<file path="config.mk">
export PLATFORM = sky130hd
export DESIGN_NAME = xbus_cycle_ctrl
export DESIGN_NICKNAME = d
export VERILOG_FILES = /design/src/rtl/xbus_pkg.sv /design/src/rtl/xbus_timer.sv /design/src/rtl/xbus_lane.sv /design/src/rtl/xbus_seq.sv /design/src/rtl/xbus_cycle_ctrl.sv
export SDC_FILE = /design/constraint.sdc
export NUM_CORES = 1
export LEC_CHECK = 0
export BUFFER_PORTS_ARGS = -buffer_cell sky130_fd_sc_hd__buf_2
export CAP_MARGIN = 30
export CORE_MARGIN = 1.5
export CORE_UTILIZATION = 45
export CTS_CLUSTER_SIZE = 28
export DETAILED_ROUTE_END_ITERATION = 8
export GPL_TIMING_DRIVEN = 1
export PLACE_DENSITY = 0.73
export SLEW_MARGIN = 5
export SYNTH_ARGS = -nofsm -noshare
export SYNTH_HDL_FRONTEND = slang
export SYNTH_HIERARCHICAL = 1
export SYNTH_SLANG_ARGS = --single-unit
</file>
<file path="constraint.sdc">
create_clock -name clk -period 3.7 [get_ports clk]
set_clock_uncertainty 0.1 [all_clocks]
set_input_delay 0.555 -clock clk [delete_from_list [all_inputs] [get_ports clk]]
set_output_delay 0.555 -clock clk [all_outputs]
set_load 0.02 [all_outputs]
</file>
<file path="src/rtl/xbus_pkg.sv">
package xbus_pkg;

  // Sequencer phases of one request.
  typedef enum logic [2:0] {
    ST_IDLE,
    ST_ADDR,
    ST_CMD,
    ST_RECOV,
    ST_RESP
  } xb_state_e;

  // Why a command phase ends on the current clock.
  typedef enum logic [1:0] {
    END_NONE,
    END_READY,
    END_ZWS,
    END_TIMEOUT
  } xb_end_e;

  // Captured kind of transfer.
  typedef struct packed {
    logic write;
    logic io;
    logic wide;
  } xb_op_t;

endpackage

</file>
<file path="src/rtl/xbus_timer.sv">
module xbus_timer
  import xbus_pkg::*;
#(
  parameter int unsigned CMD_CLKS     = 6,
  parameter int unsigned ADDR_CLKS    = 1,
  parameter int unsigned TIMEOUT_CLKS = 800
) (
  input  logic    clk,
  input  logic    rst_n,
  input  logic    addr_phase,
  input  logic    cmd_phase,
  input  logic    bus_rdy,
  input  logic    bus_zws_n,
  output logic    addr_done,
  output xb_end_e cmd_end
);

  localparam int unsigned ACW = $clog2(ADDR_CLKS + 1);
  localparam int unsigned CCW = $clog2(CMD_CLKS + 2);
  localparam int unsigned TW  = $clog2(TIMEOUT_CLKS + 1);

  logic [ACW-1:0] acnt;   // clocks spent in the address phase
  logic [CCW-1:0] ccnt;   // 1-based index of the current command clock
  logic [TW-1:0]  scnt;   // clocks stretched past the default length
  logic           at_default;
  logic           past_first;

  assign at_default = (ccnt == CCW'(CMD_CLKS));
  assign past_first = (ccnt >= CCW'(2));
  assign addr_done  = addr_phase && (acnt == ACW'(ADDR_CLKS - 1));

  // Ready on the default clock wins, then zero-wait, then the limit.
  always_comb begin
    cmd_end = END_NONE;
    if (cmd_phase) begin
      if (at_default && bus_rdy)
        cmd_end = END_READY;
      else if (past_first && !bus_zws_n)
        cmd_end = END_ZWS;
      else if (at_default && (scnt == TW'(TIMEOUT_CLKS)))
        cmd_end = END_TIMEOUT;
    end
  end

  always_ff @(posedge clk) begin
    if (!rst_n) begin
      acnt <= '0;
      ccnt <= CCW'(1);
      scnt <= '0;
    end else begin
      acnt <= addr_phase ? acnt + ACW'(1) : '0;
      if (!cmd_phase) begin
        ccnt <= CCW'(1);
        scnt <= '0;
      end else if (cmd_end == END_NONE) begin
        if (!at_default)
          ccnt <= ccnt + CCW'(1);
        else
          scnt <= scnt + TW'(1);
      end
    end
  end

  AST_STRETCH_LIMIT: assert property (@(posedge clk) disable iff (!rst_n)
    cmd_phase |-> scnt <= TW'(TIMEOUT_CLKS));

  AST_NO_STRETCH_EARLY: assert property (@(posedge clk) disable iff (!rst_n)
    (cmd_phase && !at_default) |-> scnt == '0);

endmodule

</file>
<file path="src/rtl/xbus_lane.sv">
module xbus_lane #(
  parameter int unsigned ADDR_W = 20
) (
  input  logic              clk,
  input  logic              rst_n,
  input  logic              load,
  input  logic [ADDR_W-1:0] req_addr,
  input  logic [15:0]       req_wdata,
  input  logic              wide,
  input  logic              full16,
  input  logic              hi_byte,
  input  logic              addr_phase,
  input  logic              capture,
  input  logic              timeout,
  input  logic [15:0]       bus_din,
  output logic [ADDR_W-1:0] bus_addr,
  output logic              bus_sbhe_n,
  output logic [15:0]       bus_dout,
  output logic [15:0]       rdata
);

  logic [ADDR_W-1:0] addr_q;
  logic [15:0]       wdata_q;
  logic              odd_part;

  // The second part of a split word always sits at the odd byte.
  assign odd_part = hi_byte && !full16;

  always_comb begin
    if (wide)
      bus_addr = {addr_q[ADDR_W-1:1], odd_part};
    else
      bus_addr = addr_q;
  end

  // The high byte is enabled while a word might still go out in one
  // cycle (address phase of the first part) and for a true 16-bit cycle.
  assign bus_sbhe_n = !(wide && !hi_byte && (full16 || addr_phase));

  always_comb begin
    if (full16)
      bus_dout = wdata_q;
    else if (odd_part)
      bus_dout = {8'h00, wdata_q[15:8]};
    else
      bus_dout = {8'h00, wdata_q[7:0]};
  end

  always_ff @(posedge clk) begin
    if (!rst_n) begin
      addr_q  <= '0;
      wdata_q <= '0;
      rdata   <= '0;
    end else if (load) begin
      addr_q  <= req_addr;
      wdata_q <= req_wdata;
      rdata   <= '0;
    end else if (capture) begin
      if (timeout)
        rdata <= '1;
      else if (full16)
        rdata <= bus_din;
      else if (odd_part)
        rdata[15:8] <= bus_din[7:0];
      else
        rdata[7:0] <= bus_din[7:0];
    end
  end

  AST_HIGH_PART_ODD: assert property (@(posedge clk) disable iff (!rst_n)
    (wide && hi_byte) |-> (bus_addr[0] && bus_sbhe_n));

endmodule

</file>
<file path="src/rtl/xbus_seq.sv">
module xbus_seq
  import xbus_pkg::*;
#(
  parameter int unsigned CMD_CLKS = 6
) (
  input  logic    clk,
  input  logic    rst_n,
  input  logic    req_valid,
  input  logic    req_write,
  input  logic    req_io,
  input  logic    req_wide,
  input  logic    rsp_ready,
  input  logic    bus_is16_n,
  input  logic    addr_done,
  input  xb_end_e cmd_end,
  output logic    req_ready,
  output logic    rsp_valid,
  output logic    rsp_err,
  output xb_op_t  op_q,
  output logic    full16,
  output logic    hi_byte,
  output logic    load,
  output logic    capture,
  output logic    timeout_hit,
  output logic    addr_phase,
  output logic    cmd_phase,
  output logic    bus_memr_n,
  output logic    bus_memw_n,
  output logic    bus_ior_n,
  output logic    bus_iow_n,
  output logic    bus_doe
);

  xb_state_e state, state_d;
  logic      err_q;
  logic      more;

  assign more = op_q.wide && !full16 && !hi_byte && !err_q;

  always_comb begin
    state_d = state;
    unique case (state)
      ST_IDLE:  if (req_valid)             state_d = ST_ADDR;
      ST_ADDR:  if (addr_done)             state_d = ST_CMD;
      ST_CMD:   if (cmd_end != END_NONE)   state_d = ST_RECOV;
      ST_RECOV: state_d = more ? ST_ADDR : ST_RESP;
      ST_RESP:  if (rsp_ready)             state_d = ST_IDLE;
      default:  state_d = ST_IDLE;
    endcase
  end

  assign req_ready   = (state == ST_IDLE);
  assign rsp_valid   = (state == ST_RESP);
  assign rsp_err     = err_q;
  assign addr_phase  = (state == ST_ADDR);
  assign cmd_phase   = (state == ST_CMD);
  assign load        = req_ready && req_valid;
  assign timeout_hit = (cmd_end == END_TIMEOUT);
  assign capture     = cmd_phase && (cmd_end != END_NONE) && !op_q.write;

  assign bus_memr_n = !(cmd_phase && !op_q.io && !op_q.write);
  assign bus_memw_n = !(cmd_phase && !op_q.io &&  op_q.write);
  assign bus_ior_n  = !(cmd_phase &&  op_q.io && !op_q.write);
  assign bus_iow_n  = !(cmd_phase &&  op_q.io &&  op_q.write);
  assign bus_doe    = op_q.write &&
                      (state == ST_ADDR || state == ST_CMD || state == ST_RECOV);

  always_ff @(posedge clk) begin
    if (!rst_n) begin
      state   <= ST_IDLE;
      op_q    <= '0;
      full16  <= 1'b0;
      hi_byte <= 1'b0;
      err_q   <= 1'b0;
    end else begin
      state <= state_d;
      if (load) begin
        op_q    <= '{write: req_write, io: req_io, wide: req_wide};
        full16  <= 1'b0;
        hi_byte <= 1'b0;
        err_q   <= 1'b0;
      end
      if (addr_done && !hi_byte)
        full16 <= op_q.wide && !bus_is16_n;
      if (timeout_hit)
        err_q <= 1'b1;
      if (state == ST_RECOV && more)
        hi_byte <= 1'b1;
    end
  end

  AST_ONE_STROBE: assert property (@(posedge clk) disable iff (!rst_n)
    $onehot0({~bus_memr_n, ~bus_memw_n, ~bus_ior_n, ~bus_iow_n}));

  AST_RSP_HOLD: assert property (@(posedge clk) disable iff (!rst_n)
    (rsp_valid && !rsp_ready) |=> (rsp_valid && $stable(rsp_err)));

  AST_RECOVERY_GAP: assert property (@(posedge clk) disable iff (!rst_n)
    (!cmd_phase && $past(cmd_phase)) |=> !cmd_phase);

  AST_NO_FIRST_CLK_END: assert property (@(posedge clk) disable iff (!rst_n)
    (cmd_phase && $past(state) != ST_CMD && CMD_CLKS > 1) |=> cmd_phase);

endmodule

</file>
<file path="src/rtl/xbus_cycle_ctrl.sv">
module xbus_cycle_ctrl
  import xbus_pkg::*;
#(
  parameter int unsigned ADDR_W       = 20,
  parameter int unsigned CMD_CLKS     = 6,
  parameter int unsigned ADDR_CLKS    = 1,
  parameter int unsigned CLK_MHZ      = 50,
  parameter int unsigned TIMEOUT_US   = 16
) (
  input  logic              clk,
  input  logic              rst_n,
  input  logic              req_valid,
  output logic              req_ready,
  input  logic              req_write,
  input  logic              req_io,
  input  logic              req_wide,
  input  logic [ADDR_W-1:0] req_addr,
  input  logic [15:0]       req_wdata,
  output logic              rsp_valid,
  input  logic              rsp_ready,
  output logic [15:0]       rsp_rdata,
  output logic              rsp_err,
  output logic [ADDR_W-1:0] bus_addr,
  output logic              bus_sbhe_n,
  output logic              bus_memr_n,
  output logic              bus_memw_n,
  output logic              bus_ior_n,
  output logic              bus_iow_n,
  output logic [15:0]       bus_dout,
  output logic              bus_doe,
  input  logic [15:0]       bus_din,
  input  logic              bus_is16_n,
  input  logic              bus_rdy,
  input  logic              bus_zws_n
);

  localparam int unsigned TIMEOUT_CLKS = CLK_MHZ * TIMEOUT_US;

  xb_end_e cmd_end;
  xb_op_t  op_q;
  logic    addr_done, addr_phase, cmd_phase;
  logic    full16, hi_byte, load, capture, timeout_hit;

  xbus_timer #(
    .CMD_CLKS    (CMD_CLKS),
    .ADDR_CLKS   (ADDR_CLKS),
    .TIMEOUT_CLKS(TIMEOUT_CLKS)
  ) u_timer (
    .clk       (clk),
    .rst_n     (rst_n),
    .addr_phase(addr_phase),
    .cmd_phase (cmd_phase),
    .bus_rdy   (bus_rdy),
    .bus_zws_n (bus_zws_n),
    .addr_done (addr_done),
    .cmd_end   (cmd_end)
  );

  xbus_seq #(
    .CMD_CLKS(CMD_CLKS)
  ) u_seq (
    .clk        (clk),
    .rst_n      (rst_n),
    .req_valid  (req_valid),
    .req_write  (req_write),
    .req_io     (req_io),
    .req_wide   (req_wide),
    .rsp_ready  (rsp_ready),
    .bus_is16_n (bus_is16_n),
    .addr_done  (addr_done),
    .cmd_end    (cmd_end),
    .req_ready  (req_ready),
    .rsp_valid  (rsp_valid),
    .rsp_err    (rsp_err),
    .op_q       (op_q),
    .full16     (full16),
    .hi_byte    (hi_byte),
    .load       (load),
    .capture    (capture),
    .timeout_hit(timeout_hit),
    .addr_phase (addr_phase),
    .cmd_phase  (cmd_phase),
    .bus_memr_n (bus_memr_n),
    .bus_memw_n (bus_memw_n),
    .bus_ior_n  (bus_ior_n),
    .bus_iow_n  (bus_iow_n),
    .bus_doe    (bus_doe)
  );

  xbus_lane #(
    .ADDR_W(ADDR_W)
  ) u_lane (
    .clk       (clk),
    .rst_n     (rst_n),
    .load      (load),
    .req_addr  (req_addr),
    .req_wdata (req_wdata),
    .wide      (op_q.wide),
    .full16    (full16),
    .hi_byte   (hi_byte),
    .addr_phase(addr_phase),
    .capture   (capture),
    .timeout   (timeout_hit),
    .bus_din   (bus_din),
    .bus_addr  (bus_addr),
    .bus_sbhe_n(bus_sbhe_n),
    .bus_dout  (bus_dout),
    .rdata     (rsp_rdata)
  );

  AST_ADDR_STABLE: assert property (@(posedge clk) disable iff (!rst_n)
    (cmd_phase && $past(cmd_phase)) |-> ($stable(bus_addr) && $stable(bus_sbhe_n)));

  AST_TIMEOUT_ONES: assert property (@(posedge clk) disable iff (!rst_n)
    (rsp_valid && rsp_err && !op_q.write) |-> rsp_rdata == 16'hFFFF);

  AST_DOE_NO_READ: assert property (@(posedge clk) disable iff (!rst_n)
    bus_doe |-> (bus_memr_n && bus_ior_n));

  AST_IDLE_QUIET: assert property (@(posedge clk) disable iff (!rst_n)
    req_ready |-> (!rsp_valid && !bus_doe && bus_memr_n && bus_memw_n));

endmodule

</file>
==> run summary <==
compound-gate portion of the synthesized area -> 0.123
Layout area overhead -> 19.1%
Global Route Usage Sum -> 0.185
worst hold path stage count -> 3
share of flip-flops with an asynchronous set or reset -> 0
post-synthesis mux area share -> 0.129
vias in the first global route -> 2823
Ports -> 123
Core ar. -> 0.00777 mm2
syn avg cell area -> 9.77 um2
critical path capture point type -> flop
largest area contributor in the netlist -> dfxtp_1
Post-Synth Simple-Gate Area -> 0.235
Reg2Reg Capture Point -> u_lane/rdata[10]
H-tree levels -> 3
final hold viol count -> 0
number of library cell types mapped by synthesis -> 59
minimum clock period -> 3350 ps
Clk Latency, worst-skew pair -> 340 ps
post-DR vias/cell -> 5.19
Pint -> 1.36 mW
syn_nets -> 439
fin nets -> 536
Sw Ratio -> 0.287
share of cells above drive strength 1 -> 0.337
Worst Tran Pin Value -> 993 ps
Net Sw Power -> 0.549 mW
cts bufs inserted -> 9
largest net degree at the start of global routing -> 54
Startpoint Class -> flop
number of port buffers -> 122
initial core utilization -> 0.469
Final Setup Violations -> 0
hold_sp -> req_io
post-cts resize count -> 0
Mapped Cells -> 373
outcome -> complete, no violations
RSZ-0062 raised after global routing -> no
DR WL met3 -> 496 um
Residual DRC -> 0
predominant post-synthesis flop cell -> dfxtp_1
GRT overflow -> 0
Post-synth EDFFs -> 0
WP data arrival -> 3490 ps
Setup CP Type -> reg2reg
die area -> 0.00865 mm2
Max VDD drop -> 0.152 mV
Crit path required time -> 3840 ps
Post-Synthesis Cell Area -> 0.00364 mm2
initial antenna violation count -> 0
slew margin rel. -> 0.337
Fin Setup TNS -> 0 ps
DR vias -> 2996
routability cong. -> 0.811
Worst R2R Path Depth -> 10
share of the synthesized area in the top cell type -> 0.412
antenna cells -> 0
Flop pwr share -> 0.473
post-route cell area -> 0.00434 mm2
Yosys reg bits -> 75
setup slack, reg-to-reg -> 350 ps
final setup margin -> 351 ps
Seq/Total Area, Yosys -> 0.412
post-CTS setup buffers -> 0
wire per inst -> 13.8 um
CTS tree -> done
FMAX -> 299 MHz
pwr dens -> 440 mW/mm2
xor-xnor portion of the synthesized cell area -> 0.00721
Detail Route Antenna Nets -> 0
initial DRC count -> 102
yosys warns -> 6
fill cell count -> 714
CTS max path bufs -> 2
placed cell areas -> 0.00413 mm2
Sink Count -> 75
Clk pin slew, worst setup/hold paths -> 80 ps
Clock power frac -> 0.339
leakage -> 1.88 nW
top cells by area, synth -> dfxtp_1 (41%), mux2i_1 (10%), nor2b_1 (7.2%), buf_4 (4.7%), mux2_2 (2.8%)
die extent in y -> 93.0 um
WL met2 -> 3.61 mm
WL met1 -> 3.72 mm
DR top layer -> met4
Combinational Power Share -> 0.188
global-route wire length before repair -> 12.7 mm
Max Cap Viol -> 0
Cell Rows -> 32
Hold Path End -> u_seq/op_q[1]
CP Max Fanout -> 8
Slew Limit Fails -> 0
Hold/Removal Path Class -> in2reg
Reg2Reg Launch Point -> u_timer/ccnt[1]
Final Util -> 0.559
adder-cell share of the synthesized area -> 0.0137
worst slack at placement -> 405 ps
die extent in x -> 93.0 um
Post-Route WL -> 7.95 mm
Pre-antenna DRT Iters -> 4
hold_buf cts -> 0
Root Buffer -> clkbuf_8
crit share post-route -> 0.905
largest family of logic cells by synthesized area -> simple AND/OR/NAND/NOR gates
Detailed Place HPWL -> 5.68 mm
sequential cells by signal (all words and copies together), names as in the netlist:
register,flops
u_timer/ccnt,3
u_lane/rdata,16
u_seq/rsp_err,1
u_seq/state,3
u_timer/acnt,1
u_timer/scnt,10
u_lane/wdata_q,16
u_seq/full16,1
u_lane/addr_q,20
u_seq/hi_byte,1
u_seq/op_q,3
metal layers:
layer  track usage  vias up
li1              -     1513
met1         0.233     1374
met2         0.300       97
met3        0.0382       12
met4        0.0934        0
met5             0        -
layout make-up:
cell class	instances	area, um2	share of cell area
multi-input cells	255	1850	0.427
flip-flops and latches	75	1500	0.346
repair buffers	125	633	0.146
clock buffers	10	138	0.0317
well taps	102	128	0.0294
clock inverters	6	71.3	0.0164
inverters	4	15.0	0.00346
synth_stat cells, types with 2 or more instances:
master	number
nand2b_1	6
buf_2	3
and2_1	11
nand3b_1	4
ha_1	4
o221ai_1	7
buf_6	5
o221a_1	8
nor3b_1	2
o31ai_1	3
a211oi_1	3
o21a_1	2
nand3_1	8
or4_1	3
nand4_1	4
a21oi_1	7
nor2b_1	42
inv_1	4
dfxtp_1	75
nor3_1	5
o21ai_0	11
mux2i_1	37
and4bb_2	2
nor2_1	27
nand2_1	17
buf_4	23
mux2_2	9
clkbuf_1	8
xnor2_1	3
layout by cell type, fill, tap and decap left out, types with 4 or more instances in the layout:
| cell type | instances |
|---|---|
| buf_2 | 122 |
| dfxtp_1 | 75 |
| nor2b_1 | 42 |
| mux2i_1 | 37 |
| nor2_1 | 27 |
| nand2_1 | 17 |
| and2_1 | 11 |
| o21ai_0 | 11 |
| clkbuf_8 | 10 |
| mux2_2 | 9 |
| o221a_1 | 8 |
| nand3_1 | 8 |
| o221ai_1 | 7 |
| a21oi_1 | 7 |
| nand2b_1 | 6 |
| nor3_1 | 5 |
| inv_1 | 4 |
| nand3b_1 | 4 |
| nand4_1 | 4 |
| ha_1 | 4 |
stage by stage:
stage	power, mW	hold slack (ps)	std cells
2_1_floorplan	1.22	347	373
3_3_place_gp	1.27	366	561
3_5_place_dp	1.28	374	561
4_1_cts	1.94	315	577
5_1_grt	2.01	333	577
6_report	1.91	333	577
how the worst max path moves through the flow:
stage	cells after the start	from	endpoint	slack, ps
final	10	u_timer/ccnt[1]	u_lane/rdata[10]	350
after global routing	10	u_timer/ccnt[1]	u_lane/rdata[15]	20
after CTS	10	u_timer/ccnt[1]	u_lane/rdata[15]	380
after detailed placement	10	u_timer/ccnt[1]	u_lane/rdata[15]	400
after global placement	10	u_timer/ccnt[1]	u_lane/rdata[8]	600
after floorplan	10	u_timer/ccnt[1]	u_lane/rdata[0]	1000
worst max-delay path: stages (launching register included):
cell and delay, ps:
dfxtp_1 400, ha_1 280, and3_2 240, nand4_1 290, o21ai_0 250, and2_1 160
nor2_1 50, nor4_1 600, nand4bb_1 470, o221ai_1 340, nor2_1 60
kinds of logic after synthesis:
kind of cell,count (synthesis)
AND/OR/NAND/NOR,147
XOR/XNOR,3
multiplexers,46
AO/OA/AOI/OAI,55
adder cells (fa/ha/maj),4
buffers and inverters,43
flip-flops,75
power by group through the flow:
stage                     Combinational (mW)  Sequential, mW  Clock, mW
after floorplan                        0.314           0.902          0
after CTS                              0.364           0.903      0.669
final                                  0.359           0.903      0.647
after global routing                   0.394           0.912      0.708
after detailed placement               0.362           0.921          0
after global placement                 0.355           0.918          0
Note: power is estimated with default switching activity, not from simulation.
